$ cat src/rtl/dcd_pkg.sv
package dcd_pkg;

    localparam int NUM_STROBES = 4;
    localparam int SIG_ROW     = 0;
    localparam int SIG_COL     = 1;
    localparam int SIG_WR      = 2;
    localparam int SIG_OE      = 3;

    typedef enum logic [3:0] {
        CYC_READ     = 4'd0,
        CYC_EARLY_WR = 4'd1,
        CYC_DLY_WR   = 4'd2,
        CYC_RMW      = 4'd3,
        CYC_ROW_REF  = 4'd4,
        CYC_CBR_REF  = 4'd5,
        CYC_HID_REF  = 4'd6,
        CYC_PAGE     = 4'd7,
        CYC_ERROR    = 4'd8
    } cyc_e;

    localparam int NUM_TYPES = 9;

    typedef enum logic [1:0] {
        WIN_NORMAL = 2'd0,
        WIN_CBR    = 2'd1,
        WIN_HIDDEN = 2'd2,
        WIN_ERROR  = 2'd3
    } win_e;

    typedef struct packed {
        logic [1:0] col_pulses;   // saturating at 2
        logic       early_wr;
        logic       rmw;
        logic       dly_wr;
    } win_flags_t;

    function automatic cyc_e pick_type(win_e kind, win_flags_t f);
        cyc_e t;
        case (kind)
            WIN_CBR:    t = CYC_CBR_REF;
            WIN_HIDDEN: t = CYC_HID_REF;
            WIN_ERROR:  t = CYC_ERROR;
            default: begin
                if (f.col_pulses == 2'd0)      t = CYC_ROW_REF;
                else if (f.col_pulses >= 2'd2) t = CYC_PAGE;
                else if (f.early_wr)           t = CYC_EARLY_WR;
                else if (f.rmw)                t = CYC_RMW;
                else if (f.dly_wr)             t = CYC_DLY_WR;
                else                           t = CYC_READ;
            end
        endcase
        return t;
    endfunction

    function automatic logic [NUM_TYPES-1:0] to_onehot(cyc_e c);
        logic [NUM_TYPES-1:0] r;
        r = '0;
        r[c] = 1'b1;
        return r;
    endfunction

endpackage

$ cat src/rtl/dcd_strobe_sync.sv
module dcd_strobe_sync #(
    parameter int W      = 4,
    parameter int STAGES = 2
) (
    input  logic         clk,
    input  logic         rst,
    input  logic [W-1:0] din,
    output logic [W-1:0] lvl,
    output logic [W-1:0] rise,
    output logic [W-1:0] fall
);
    // stage STAGES-1 is the synchronised level, stage STAGES its history
    logic [STAGES:0][W-1:0] stg;

    always_ff @(posedge clk) begin
        if (rst) stg <= '1;
        else     stg <= {stg[STAGES-1:0], din};
    end

    assign lvl = stg[STAGES-1];

    for (genvar b = 0; b < W; b++) begin : g_edge
        assign fall[b] =  stg[STAGES][b] & ~stg[STAGES-1][b];
        assign rise[b] = ~stg[STAGES][b] &  stg[STAGES-1][b];
    end
endmodule

$ cat src/rtl/dcd_classifier.sv
module dcd_classifier
    import dcd_pkg::*;
(
    input  logic                   clk,
    input  logic                   rst,
    input  logic [NUM_STROBES-1:0] lvl,
    input  logic [NUM_STROBES-1:0] rise,
    input  logic [NUM_STROBES-1:0] fall,
    output logic                   valid,
    output logic [NUM_TYPES-1:0]   type_oh,
    output logic                   cont,
    output logic                   dout_en
);
    win_e       kind_q;
    win_flags_t fl_q;
    logic       pulse_rd_q;   // current column pulse began as a read
    logic       oe_seen_q;    // output enable seen low during it
    logic       data_live_q;  // memory holds data on its pins
    logic       hid_arm_q;    // read ended with column held low

    logic row_lo, col_lo, wr_lo, oe_lo;
    assign row_lo = ~lvl[SIG_ROW];
    assign col_lo = ~lvl[SIG_COL];
    assign wr_lo  = ~lvl[SIG_WR];
    assign oe_lo  = ~lvl[SIG_OE];

    always_ff @(posedge clk) begin
        if (rst) begin
            kind_q     <= WIN_NORMAL;
            fl_q       <= '0;
            pulse_rd_q <= 1'b0;
            oe_seen_q  <= 1'b0;
            valid      <= 1'b0;
            type_oh    <= '0;
            cont       <= 1'b0;
        end else begin
            valid   <= 1'b0;
            type_oh <= '0;
            cont    <= 1'b0;
            if (fall[SIG_ROW]) begin
                fl_q       <= '0;
                pulse_rd_q <= 1'b0;
                oe_seen_q  <= 1'b0;
                if (fall[SIG_COL])  kind_q <= WIN_ERROR;
                else if (col_lo)    kind_q <= wr_lo ? WIN_ERROR
                                            : (hid_arm_q ? WIN_HIDDEN : WIN_CBR);
                else                kind_q <= WIN_NORMAL;
            end else if (row_lo) begin
                if (kind_q == WIN_NORMAL) begin
                    if (fall[SIG_COL]) begin
                        if (fl_q.col_pulses != 2'd2)
                            fl_q.col_pulses <= fl_q.col_pulses + 2'd1;
                        if (wr_lo) fl_q.early_wr <= 1'b1;
                        pulse_rd_q <= ~wr_lo;
                        oe_seen_q  <= oe_lo;
                    end else if (col_lo && pulse_rd_q) begin
                        if (fall[SIG_WR]) begin
                            if (oe_seen_q || oe_lo) fl_q.rmw    <= 1'b1;
                            else                    fl_q.dly_wr <= 1'b1;
                            cont       <= oe_lo;
                            pulse_rd_q <= 1'b0;
                        end else if (oe_lo) begin
                            oe_seen_q <= 1'b1;
                        end
                    end
                end else if (fall[SIG_COL]) begin
                    kind_q <= WIN_ERROR;
                end
            end
            if (rise[SIG_ROW]) begin
                valid   <= 1'b1;
                type_oh <= to_onehot(pick_type(kind_q, fl_q));
            end
        end
    end

    always_ff @(posedge clk) begin
        if (rst) begin
            data_live_q <= 1'b0;
            hid_arm_q   <= 1'b0;
        end else begin
            if (lvl[SIG_ROW] && lvl[SIG_COL])
                data_live_q <= 1'b0;
            else if (fall[SIG_COL] && row_lo && !fall[SIG_ROW] && kind_q == WIN_NORMAL)
                data_live_q <= ~wr_lo;

            if (rise[SIG_COL])
                hid_arm_q <= 1'b0;
            else if (rise[SIG_ROW] && col_lo && data_live_q)
                hid_arm_q <= 1'b1;
        end
    end

    assign dout_en = data_live_q & oe_lo;

    // a contention report never lasts more than one cycle
    assert_cont_single_R7: assert property (@(posedge clk) disable iff (rst)
        cont |=> !cont);
endmodule

$ cat src/rtl/dcd_refresh_counter.sv
module dcd_refresh_counter
    import dcd_pkg::*;
#(
    parameter int CNT_W = 16
) (
    input  logic                 clk,
    input  logic                 rst,
    input  logic                 valid,
    input  logic [NUM_TYPES-1:0] type_oh,
    output logic [CNT_W-1:0]     count
);
    logic is_ref;
    assign is_ref = valid & (type_oh[CYC_ROW_REF] | type_oh[CYC_CBR_REF] | type_oh[CYC_HID_REF]);

    always_ff @(posedge clk) begin
        if (rst)         count <= '0;
        else if (is_ref) count <= count + 1'b1;
    end

    assert_ref_step_R13: assert property (@(posedge clk) disable iff (rst)
        is_ref |=> count == $past(count) + 1'b1);
    assert_ref_hold_R13: assert property (@(posedge clk) disable iff (rst)
        !is_ref |=> $stable(count));
endmodule

$ cat src/rtl/dram_cycle_decoder.sv
module dram_cycle_decoder
    import dcd_pkg::*;
#(
    parameter int SYNC_STAGES = 2,
    parameter int CNT_W       = 16
) (
    input  logic                 clk,
    input  logic                 rst,
    input  logic                 row_strobe_n,
    input  logic                 col_strobe_n,
    input  logic                 wr_en_n,
    input  logic                 out_en_n,
    output logic                 cyc_valid,
    output logic [NUM_TYPES-1:0] cyc_type,
    output logic                 dout_en,
    output logic                 contention,
    output logic [CNT_W-1:0]     refresh_cnt
);
    logic [NUM_STROBES-1:0] raw, lvl, rise, fall;

    always_comb begin
        raw          = '1;
        raw[SIG_ROW] = row_strobe_n;
        raw[SIG_COL] = col_strobe_n;
        raw[SIG_WR]  = wr_en_n;
        raw[SIG_OE]  = out_en_n;
    end

    dcd_strobe_sync #(.W(NUM_STROBES), .STAGES(SYNC_STAGES)) u_sync (
        .clk(clk), .rst(rst), .din(raw), .lvl(lvl), .rise(rise), .fall(fall)
    );

    dcd_classifier u_cls (
        .clk(clk), .rst(rst), .lvl(lvl), .rise(rise), .fall(fall),
        .valid(cyc_valid), .type_oh(cyc_type), .cont(contention), .dout_en(dout_en)
    );

    dcd_refresh_counter #(.CNT_W(CNT_W)) u_ref (
        .clk(clk), .rst(rst), .valid(cyc_valid), .type_oh(cyc_type), .count(refresh_cnt)
    );

    assert_type_onehot_R2: assert property (@(posedge clk) disable iff (rst)
        cyc_valid |-> $countones(cyc_type) == 1);
    assert_type_idle_R2: assert property (@(posedge clk) disable iff (rst)
        !cyc_valid |-> cyc_type == '0);
    assert_valid_pulse_R2: assert property (@(posedge clk) disable iff (rst)
        cyc_valid |=> !cyc_valid);
endmodule

$ cat config.mk
export PLATFORM = sky130hd
export DESIGN_NAME = dram_cycle_decoder
export DESIGN_NICKNAME = d
export VERILOG_FILES = /design/src/rtl/dcd_pkg.sv /design/src/rtl/dcd_strobe_sync.sv /design/src/rtl/dcd_classifier.sv /design/src/rtl/dcd_refresh_counter.sv /design/src/rtl/dram_cycle_decoder.sv
export SDC_FILE = /design/constraint.sdc
export NUM_CORES = 1
export LEC_CHECK = 0
export ABC_AREA = 0
export BUFFER_PORTS_ARGS = -buffer_cell sky130_fd_sc_hd__buf_2
export CORE_AREA = 2 2 80 82
export CTS_BUF_LIST = sky130_fd_sc_hd__clkbuf_2
export CTS_CLUSTER_DIAMETER = 60
export DETAILED_ROUTE_END_ITERATION = 10
export DIE_AREA = 0 0 82 84
export SLEW_MARGIN = 20
export SYNTH_ARGS = -nofsm -noshare
export SYNTH_HDL_FRONTEND = slang
export SYNTH_SLANG_ARGS = --single-unit
$ cat constraint.sdc
create_clock -name clk -period 1.66 [get_ports clk]
set_input_delay 0.083 -clock clk [delete_from_list [all_inputs] [get_ports clk]]
set_output_delay 0.083 -clock clk [all_outputs]
set_load 0.05 [all_outputs]
# --- Word level (Yosys, flattened, before mapping) ---
# Cells that the tools add are included.
totals:
  ff_bits: 49
  latchBits: 0
  ramBits: 0
  rom_bits: 0
  input_bits: 6
  output_inout_bits: 28
  wordCells: 103
  n_memories: 0
classes:
  n_addsub: 2
  n_mul: 0
  div: 0
  order_cmp: 3
  n_eq_ne: 8
  n_shift: 0
  muxes: 26
  n_bitwise: 21
  reduce_logical: 27
ops:
  columns: ["operator", "n"]
  rows:
  - ["$mux W4", 6]
  - ["$mux W2", 9]
  - ["$add A16 B1 Y16 const B", 1]
  - ["$not A1 Y1", 12]
  - ["$pmux W4 S3", 1]
  - ["$reduce_and A4 Y1", 3]
  - ["$reduce_and A6 Y1", 2]
  - ["$mux W1", 9]
  - ["$logic_and A1 B1 Y1", 8]
  - ["$ne A2 B1 Y1 const B", 4]
  - ["$reduce_or A2 Y1", 4]
  - ["$and A1 B1 Y1", 7]
  - ["$reduce_or A7 Y1", 1]
  - ["$reduce_bool A2 Y1", 3]
  - ["$lt A4 B5 Y1 const B", 1]
  - ["$reduce_and A5 Y1", 1]
  - ["$demux W1 S4", 1]
  - ["$eq A2 B2 Y1 const B", 2]
  - ["$ge A4 B1 Y1 const B", 1]
  - ["$logic_not A2 Y1", 2]
  - ["$reduce_and A3 Y1", 1]
  - ["$add A2 B1 Y2 const B", 1]
  - ["$eq A2 B1 Y1 const B", 1]
  - ["$ge A2 B2 Y1 const B", 1]
  - ["4 further kinds", 5]

# --- Longest topological paths before layout ---
depth:
  depth_word: 12
  depth_mapped: 6
  depth_no_buf: 6

# --- By module ---
# Synthesis repeated with hierarchy kept, for this count alone.
unflattened:
  cells_unflattened: 233
  area_unflattened_um2: 2152.1
by_module_without_submodules:
  columns: ["module", "instances", "cells_each", "area_per_inst_um2", "seq_area_each_um2"]
  rows:
  - ["dcd_classifier", 1, 109, 962.2, 440.4]
  - ["dcd_refresh_counter", 1, 87, 783.3, 320.3]
  - ["dcd_strobe_sync", 1, 37, 406.6, 240.2]

# --- Worst setup path after synthesis ---
# No wires, ideal clock.
synth_timing:
  path_kind: "register to register"
  start: "reg u_ref.count[0]"
  end: "reg u_ref.count[12]"
  setup_time_ns: 0.070
  arrival_ns: 2.071
  required_ns: 1.590
  setup_slack_ns: -0.481
  path_stages_with_launch: 6
  path_buffers: 0
  period_less_slack_ns: 2.141
  path_cell_list: "dfxtp_1 -> ha_1 -> nand3_1 -> or4b_4 -> or3_1 -> a21oi_1"
synth_via:
  elab_chain_len: 1
synth_lines:
  columns: ["element", "line", "text"]
  rows:
  - ["from (decl)", "dcd_refresh_counter.sv:10", "output logic [CNT_W-1:0] count"]
  - ["from (signal assigned)", "dcd_refresh_counter.sv:17", "else if (is_ref) count <= count + 1'b1;"]
  - ["$add A16 B1 Y16", "dcd_refresh_counter.sv:17", null]
# Every way passes these cells.
# A chain may end at the register's enable or synchronous reset.

# --- Worst setup path after layout ---
layout_timing:
  start: "reg u_ref.count[1]"
  end: "reg u_ref.count[12]"
# The elaborated chain is that of the path after synthesis.

==> impl_metrics.yaml <==
run_status:
  outcome: "complete, but fails checks"
  failed_checks: "setup timing"
die:
  ioPinCount: 34
  rows: 29
  design.core.area_um2: 6096
  initial_core_util: 0.3346
  die_area_um2: 6888
  die_w_um: 82
  die_h_um: 84
cells_and_area:
  instances_no_fill: 362
  syn2layout_area_growth_pct: 31.72
  diodes: 0
  fin_nets: 299
  postLayoutCellArea_um2: 2686
  layout-drive-gt1-share: 0.3930
sta:
  max_slew_margin: 0.6661
  rsz0062_at_grt: "true"
  fin_ws_ps: -28.47
  finalCritPeriodShare: 1.017
  hold_ws_ps: 85.39
  finalCriticalPeriod_ps: 1688
  fmax_mhz: 592.3
  hold_viol_final: 0
  worst_clock_skew_ps: 32.79
  setup_violations: 2
  slew_viol_final: 0
  tightest_slew_ps: 497.8
logic_synthesis:
  synth_top_area_cell: "dfxtp_1"
  yosys-top-cells-count: "dfxtp_1 (49), nor2_1 (29), a21oi_1 (16), inv_1 (11), or2_2 (11)"
  synth.distinct_cells: 39
  yosysMostFrequentCell: "dfxtp_1"
  yosysSeqAreaShare: 0.4810
  synth.avg_cell_area_um2: 9.228
  ys_ff_latch: 49
  yosysWarnings: 0
  syn_area_um2: 2039
  synthArstFlopShare: 0
  synth_top_area_frac: 0.4810
  synth.area.top_cells: "dfxtp_1 (48%), ha_1 (5.5%), nor2_1 (5.3%)"
  synth_edf_count: 0
  netlist_instances: 221
  synthFlopType: "dfxtp_1"
  synth_nets: 236
worst_setup_path:
  crit_arrival_ps: 2050
  crit_path_start_kind: "register"
  path_max_fanout: 5
  critical_path_class: "reg -> reg"
  reg2reg_slack_ps: -30
  endpoint_kind: "register"
  cp_data_required_time_ps: 2020
place:
  placed_cells: 341
  place.detailed.hpwl_um: 2924
  io_buffers: 33
  place.gp.congestion: 0.7791
  dpl_cell_area_um2: 2469
  dpl_worst_slack_ps: -57.81
pwr:
  total_power_mw: 1.745
  power.density_nw_per_um2: 649.4
  power.leakage_nw: 1.113
  peakVddDrop_v: 0.0003540
global_route:
  grt_pass1_wl_um: 6624
  antenna_found_initial: 0
  grt_max_degree: 36
  grt_usage: 0.1231
  grt_pass1_vias: 1502
  grt_overflow: 0
detailed_routing:
  routedWlPerCell_um: 11.35
  drt_pass1_iterations: 4
  vias: 1680
  avgViaCountPerCell: 4.641
  drt-total-wl_um: 4109
  drtAntennaViolNets: 0
  drtIter0Drc: 25
  drc: 0
clock_tree:
  cts_buffers: 5
  cts_tree: "done"
  cts.clk_slew.worst_paths_ps: 250
  cts_max_path_buffers: 2
  clockRootBuffer: "clkbuf_2"
  clk_latency_ps: 430
  cts_sinks: 49
  ctsHtreeMaxLevel: 2
hold_path:
  hold_class: "in -> reg"
job:
  drv_cap: 0
==> power by group <==
group          total, mW  switching [mW]  leakage (nW)  internal [mW]
sequential          1.19          0.0123         0.409           1.17
combinational      0.108          0.0552         0.676         0.0533
clock              0.450           0.357        0.0278         0.0923
total               1.74           0.425          1.11           1.32
==> final cells by class <==
class                           instances  area, µm²
Multi-Input combinational cell        158       1109
Clock buffer                            5      25.02
Timing Repair Buffer                   59      370.4
Sequential cell                        49       1032
Fill cell                             613       3410
Inverter                               11      41.29
Tap cell                               77      96.34
Clock inverter                          3      12.51
==> metrics by stage <==
step,setup TNS [ps],utilization
floorplan,-21.51,-
global placement,0,0.4050
detailed placement,-219.4,0.4050
CTS,-46.04,0.4249
global route,-183.4,0.4407
finish,-28.50,0.4407
==> worst max-delay path, cell delays in order (launching register included) <==
cell and delay (ps):
dfxtp_4 420, ha_4 140, nand3_2 80, or4b_4 530
or3_4 350, a21oi_2 110
==> routing by layer <==
layer	vias to the layer above	GRT usage	wire, µm
li1	872	-	-
met5	-	0	0
met4	0	0.03636	49
met1	774	0.1576	2023
met3	5	0.04004	189
met2	29	0.1951	1847
==> final timing paths <==
check / end / startpoint / cells past startpoint
worst max-delay path: u_ref.count[12] / u_ref.count[1] / 5
worst min register to register: u_sync.lvl[0] / u_sync.stg[0] / 1
worst max register to register: u_ref.count[12] / u_ref.count[1] / 5
worst min-delay path: u_cls.type_oh[5] / rst / 5
==> repair_timing <==
item	4_1_cts	5_1_grt
pin swaps	1	3
gates resized for setup	4	14
hold buffers	4	0
setup buffers	4	5
hold endpoints to repair	4	0
setup endpoints to repair	11	12
==> sequential cells by signal, summed over array words and instances (netlist names), 2 cells and up <==
| signal | count |
|---|---|
| u_sync.stg | 7 |
| u_cls.type_oh | 9 |
| u_cls.kind_q | 2 |
| u_ref.count | 16 |
| u_cls.fl_q | 5 |
| u_sync.lvl | 4 |
==> placed cells by master (no fill, tap or decap), types with 3 or more instances in the layout <==
cell           count
dfxtp_1           34
buf_2             33
nor2_1            29
buf_4             22
a21oi_1           13
dfxtp_4           13
inv_1             11
or2_2             11
nand2_1           10
nand3_1            8
nand2b_1           7
o21ai_0            6
xnor2_1            6
ha_1               6
nor3_1             5
xor2_1             5
clkbuf_2           5
nor2b_1            4
dlygate4sd3_1      4
a21oi_2            3
o21a_1             3
==> cell families after synthesis <==
family	synth area share
AND/OR/NAND/NOR	0.2822
flip-flops	0.4810
AO/OA/AOI/OAI	0.08773
buffers and inverters	0.02577
XOR/XNOR	0.04724
adder cells (fa/ha/maj)	0.05522
multiplexers	0.02086
Note: power is estimated with default switching activity, not from simulation.
